`src/rtl/memif_bridge.sv`:
```
module memif_bridge #(
  parameter int CPU_W      = 16,
  parameter int MEM_W      = 8,
  parameter int ADDR_W     = 20,
  parameter bit FIXED_LAT  = 1'b0,
  parameter int LAT_CYCLES = 3
) (
  input  logic              clk,
  input  logic              rst_n,
  input  logic              cpu_addr_ld,
  input  logic [ADDR_W-1:0] cpu_addr,
  input  logic              cpu_data_ld,
  input  logic [CPU_W-1:0]  cpu_wdata,
  input  logic              cpu_req,
  input  logic              cpu_rw,
  output logic [CPU_W-1:0]  cpu_rdata,
  output logic              cpu_done,
  output logic              busy,
  output logic              mem_req,
  output logic              mem_rw,
  output logic [ADDR_W-1:0] mem_addr,
  output logic [MEM_W-1:0]  mem_wdata,
  input  logic [MEM_W-1:0]  mem_rdata,
  input  logic              mem_complete
);
  localparam int BEATS = CPU_W / MEM_W;
  localparam int BW    = (BEATS > 1) ? $clog2(BEATS) : 1;
  localparam int CW    = $clog2(LAT_CYCLES + 1);

  typedef enum logic [1:0] {S_IDLE, S_REQ, S_GAP} st_t;

  st_t               state;
  logic [ADDR_W-1:0] mar;
  logic [CPU_W-1:0]  mdr;
  logic [BW-1:0]     beat;
  logic              rw_q;
  logic [CW-1:0]     lat_cnt;
  logic              beat_ok;
  logic              last;

  assign beat_ok   = FIXED_LAT ? (lat_cnt == CW'(LAT_CYCLES - 1)) : mem_complete;
  assign last      = (beat == BW'(BEATS - 1));
  assign mem_req   = (state == S_REQ);
  assign mem_rw    = rw_q;
  assign mem_addr  = mar + ADDR_W'(beat);
  assign mem_wdata = mdr[beat*MEM_W +: MEM_W];
  assign busy      = (state != S_IDLE);
  assign cpu_done  = (state == S_GAP) && last;
  assign cpu_rdata = mdr;

  always_ff @(posedge clk) begin
    if (!rst_n) begin
      state   <= S_IDLE;
      mar     <= '0;
      mdr     <= '0;
      beat    <= '0;
      rw_q    <= 1'b0;
      lat_cnt <= '0;
    end else begin
      case (state)
        S_IDLE: begin
          if (cpu_addr_ld) mar <= cpu_addr;
          if (cpu_data_ld) mdr <= cpu_wdata;
          if (cpu_req) begin
            rw_q    <= cpu_rw;
            beat    <= '0;
            lat_cnt <= '0;
            state   <= S_REQ;
          end
        end
        S_REQ: begin
          if (beat_ok) begin
            if (!rw_q) mdr[beat*MEM_W +: MEM_W] <= mem_rdata;
            state <= S_GAP;
          end else begin
            lat_cnt <= lat_cnt + 1'b1;
          end
        end
        S_GAP: begin
          lat_cnt <= '0;
          if (last) begin
            state <= S_IDLE;
          end else begin
            beat  <= beat + 1'b1;
            state <= S_REQ;
          end
        end
        default: state <= S_IDLE;
      endcase
    end
  end
endmodule


```
`config.mk`:
```
export PLATFORM = sky130hd
export DESIGN_NAME = memif_bridge
export DESIGN_NICKNAME = d
export VERILOG_FILES = /design/src/rtl/memif_bridge.sv
export SDC_FILE = /design/constraint.sdc
export NUM_CORES = 1
export LEC_CHECK = 0
export ABC_CLOCK_PERIOD_IN_PS = 3000
export BUFFER_PORTS_ARGS = -buffer_cell sky130_fd_sc_hd__buf_2
export CAP_MARGIN = 10
export CELL_PAD_IN_SITES_DETAIL_PLACEMENT = 1
export CELL_PAD_IN_SITES_GLOBAL_PLACEMENT = 2
export CORE_AREA = 4 4 108 84
export DETAILED_ROUTE_END_ITERATION = 7
export DIE_AREA = 0 0 112 88
export GPL_ROUTABILITY_DRIVEN = 0
export PLACE_DENSITY_LB_ADDON = 0.1
export REMOVE_ABC_BUFFERS = 1
export SYNTH_ARGS = -nofsm -noshare
export SYNTH_HDL_FRONTEND = slang
export SYNTH_SLANG_ARGS = --single-unit
export TNS_END_PERCENT = 5
```
`constraint.sdc`:
```
create_clock -name clk -period 3 [get_ports clk]
set_clock_uncertainty 0.15 [all_clocks]
set_input_delay 0.45 -clock clk [delete_from_list [all_inputs] [get_ports clk]]
set_output_delay 0.45 -clock clk [all_outputs]
set_load 0.01 [all_outputs]
```
==> summary.md <==
| Metric | Value |
|---|---|
| Critical path fanouts, max | `7` |
| Initial Utilization | `0.281` |
| Synth Area per Inst | `8.29 µm²` |
| Post-Syn Area | `2210 µm²` |
| Clk_lat worst skew | `280 ps` |
| Area growth, synth to finish | `29.5%` |
| Area of the die | `9860 µm²` |
| YS warnings | `0` |
| Power per cell area | `444 nW/µm²` |
| Yosys cell types | `34` |
| Iteration-0 DRC Markers | `77` |
| Vias in the first global route | `2176` |
| Ys flop type | `dfxtp_1` |
| Fmax | `0.368 GHz` |
| Worst slew pin tran | `792 ps` |
| Fin util | `0.363` |
| Outcome | `finished clean` |
| Final ANT Viol Nets | `0` |
| Total power | `0.00127 W` |
| Crit share post-route | `0.905` |
| Largest net degree at the start of global routing | `41` |
| Seq cells post-synth | `40` |
| Hold Path End | `mar[18]` |
| Xor/xnor share of the synthesized area | `0.0713` |
| Clock sinks | `40` |
| PostCTS Resize Cnt | `0` |
| DR WL/cell | `14.5 µm` |
| Maxcap violations | `0` |
| RSZ-0062 raised after global routing | `false` |
| Die width | `112 µm` |
| Slew HR | `0.472` |
| IO buf count | `98` |
| Via count of the routed design | `2144` |
| Mean number of vias per cell | `4.64` |
| Reg2Reg Setup Slack | `940 ps` |
| Synth top area share | `0.362` |
| Rows | `28` |
| Initial antenna violation count | `0` |
| Inst Count DP | `454` |
| Finished Layout Cells | `462` |
| Final slew viol count | `0` |
| Async SR Flop Fraction | `0` |
| Dpl hpwl | `4950 µm` |
| DRT Pass-1 Iters | `4` |
| Post-synthesis adder-cell area fraction | `0.0170` |
| Hold Fails Final Rpt | `0` |
| Worst setup EP type | `output pin` |
| Post-route DRC | `0` |
| H-Tree Depth | `2` |
| Compound-cell area share of the yosys netlist | `0.181` |
| R2r startpoint | `beat` |
| Worst setup SP type | `flop` |
| Final worst path period need | `2710 ps` |
| GRT Util Overall | `0.137` |
| Inserted Clock Buffers | `5` |
| Main combinational cell family by area after synthesis | `simple AND/OR/NAND/NOR gates` |
| Reg2reg path depth | `5` |
| Leakage | `1.45 nW` |
| Cells after Synth | `267` |
| CORE AREA | `7880 µm²` |
| CTS Buffer Depth | `2` |
| Simple-gate share of the synthesized area | `0.282` |
| CTS tree | `done` |
| Register area share after synthesis | `0.362` |
| I/O pins | `99` |
| Chip height | `88 µm` |
| FF-to-FF End | `cpu_rdata[8]` |
| Mux contribution to synthesized area | `0.0452` |
| Hold path start | `cpu_addr[18]` |
| Hold_buf cts | `0` |
| Worst vdd ir | `0.151 mV` |
| Final WL | `6720 µm` |
| Largest area contributor in the netlist | `dfxtp_1` |
| Share of layout cells above drive strength 1 | `0.336` |
| Crit Path Category | `flop to output pin` |
| Setup TNS | `0 ps` |
| Clock Tree Root | `clkbuf_8` |
| Path type of the worst min-delay path | `primary input to flop` |
| Clk slew on worst S/H paths | `80 ps` |
| # setup viols final | `0` |
| Final nets | `410` |
| Worst endpoint data arrival time | `2110 ps` |
| Diodes inserted | `0` |
| Setup Buffers After CTS | `0` |
| Hold Crit Depth | `3` |
| Grt ovf | `0` |
| Worst endpoint required time | `2400 ps` |
| First-pass GRT wire length | `10900 µm` |
| Top post-synthesis cells by area | `dfxtp_1 (36%), nand2_1 (9.0%), a21boi_0 (7.5%)` |
| EDFF count, synth | `0` |
cells in the mapped netlist (all sizes together) (2+ instances only):
cell type   n
inv         4
clkbuf     12
nand2      53
dfxtp      40
a21oi      10
and3        2
and4        2
nor4        3
nor3        2
nand4       2
xor2        9
o21ai       2
nand2b     10
a21boi     22
nand3      27
mux2        8
buf         6
o211a      16
xnor2       9
ha          3
nor2b      11
nor2        6
flip-flops by register name, indices dropped and copies added, names as in the netlist:
name and cells:
mem_rw 1, state 2, mar 20, cpu_rdata 16
beat 1
layout by cell type, fill, tap and decap left out:
cell type,netlist,final
nor3b_1,1,1
nand4_1,2,2
o21ai_0,2,2
nor3_1,2,2
a21boi_0,22,22
a21oi_2,2,2
and2_1,1,1
nand4bb_1,1,1
or3_1,1,1
ha_1,3,3
o21a_1,1,1
xor2_1,9,9
and4b_1,1,1
nand3_1,26,26
buf_4,0,2
nand4b_1,1,1
xnor2_1,9,9
and3_1,2,2
nand2_1,53,53
clkinv_2,0,2
o211a_1,16,16
nor4_1,3,3
mux2_2,8,8
nand3_4,1,1
inv_1,4,4
clkbuf_8,0,6
mux2i_1,1,1
nand2b_1,10,10
a21oi_1,8,8
nor2b_1,11,11
and4_1,1,1
buf_2,6,98
nor2_1,6,6
and4_4,1,1
dfxtp_1,40,40
metal layers:
layer	global-route usage	vias to the layer above	wire [µm]
li1	-	1093	-
met1	0.190	1001	3350
met2	0.220	48	3040
met3	0.0325	2	302
met4	0.0295	0	29
met5	0	-	0
critical path, cell delays in order (launching register included):
cell and delay [ps]:
dfxtp_1 370, ha_1 170, ha_1 190, and4_1 370, nand3_1 100, or3_1 340
xnor2_1 140, buf_2 140
kinds of logic after synthesis:
group	after synthesis
AND/OR/NAND/NOR	124
buffers and inverters	22
flip-flops	40
XOR/XNOR	18
AO/OA/AOI/OAI	51
multiplexers	9
adder cells (fa/ha/maj)	3
power by group:
| part | leakage, nW | switching (W) | internal (W) |
|---|---|---|---|
| Clock | 0.0510 | 0.000193 | 0.000184 |
| Sequential | 0.330 | 0.0000427 | 0.000573 |
| Combinational | 1.07 | 0.000148 | 0.000131 |
stage by stage:
stage | hold WS (ps) | worst slack (ps) | cell area [µm²]
after floorplan | 305 | 362 | 2140
after global placement | 323 | 629 | 2770
after detailed placement | 330 | 580 | 2770
after CTS | 242 | 238 | 2870
after global routing | 254 | 120 | 2870
final | 253 | 286 | 2870
how the worst max path moves through the flow:
| stage | startpoint | end | slack [ps] | cells past startpoint |
|---|---|---|---|---|
| after global placement | mar[0] | mem_addr[18] | 630 | 7 |
| after CTS | beat | mem_addr[18] | 240 | 7 |
| after floorplan | beat | mem_addr[18] | 360 | 6 |
| final | beat | mem_addr[18] | 290 | 7 |
| after detailed placement | beat | mem_addr[18] | 580 | 7 |
| after global routing | beat | mem_addr[18] | 120 | 7 |
area by class of cell:
class	count	area [µm²]
clock buffers	6	82.6
clock inverters	2	10.0
fillers	998	5020
inverters	4	15.0
multi-input cells	205	1320
flip-flops and latches	40	801
well taps	105	131
repair buffers	100	505
No activity file was read; power rests on OpenSTA's default activity.
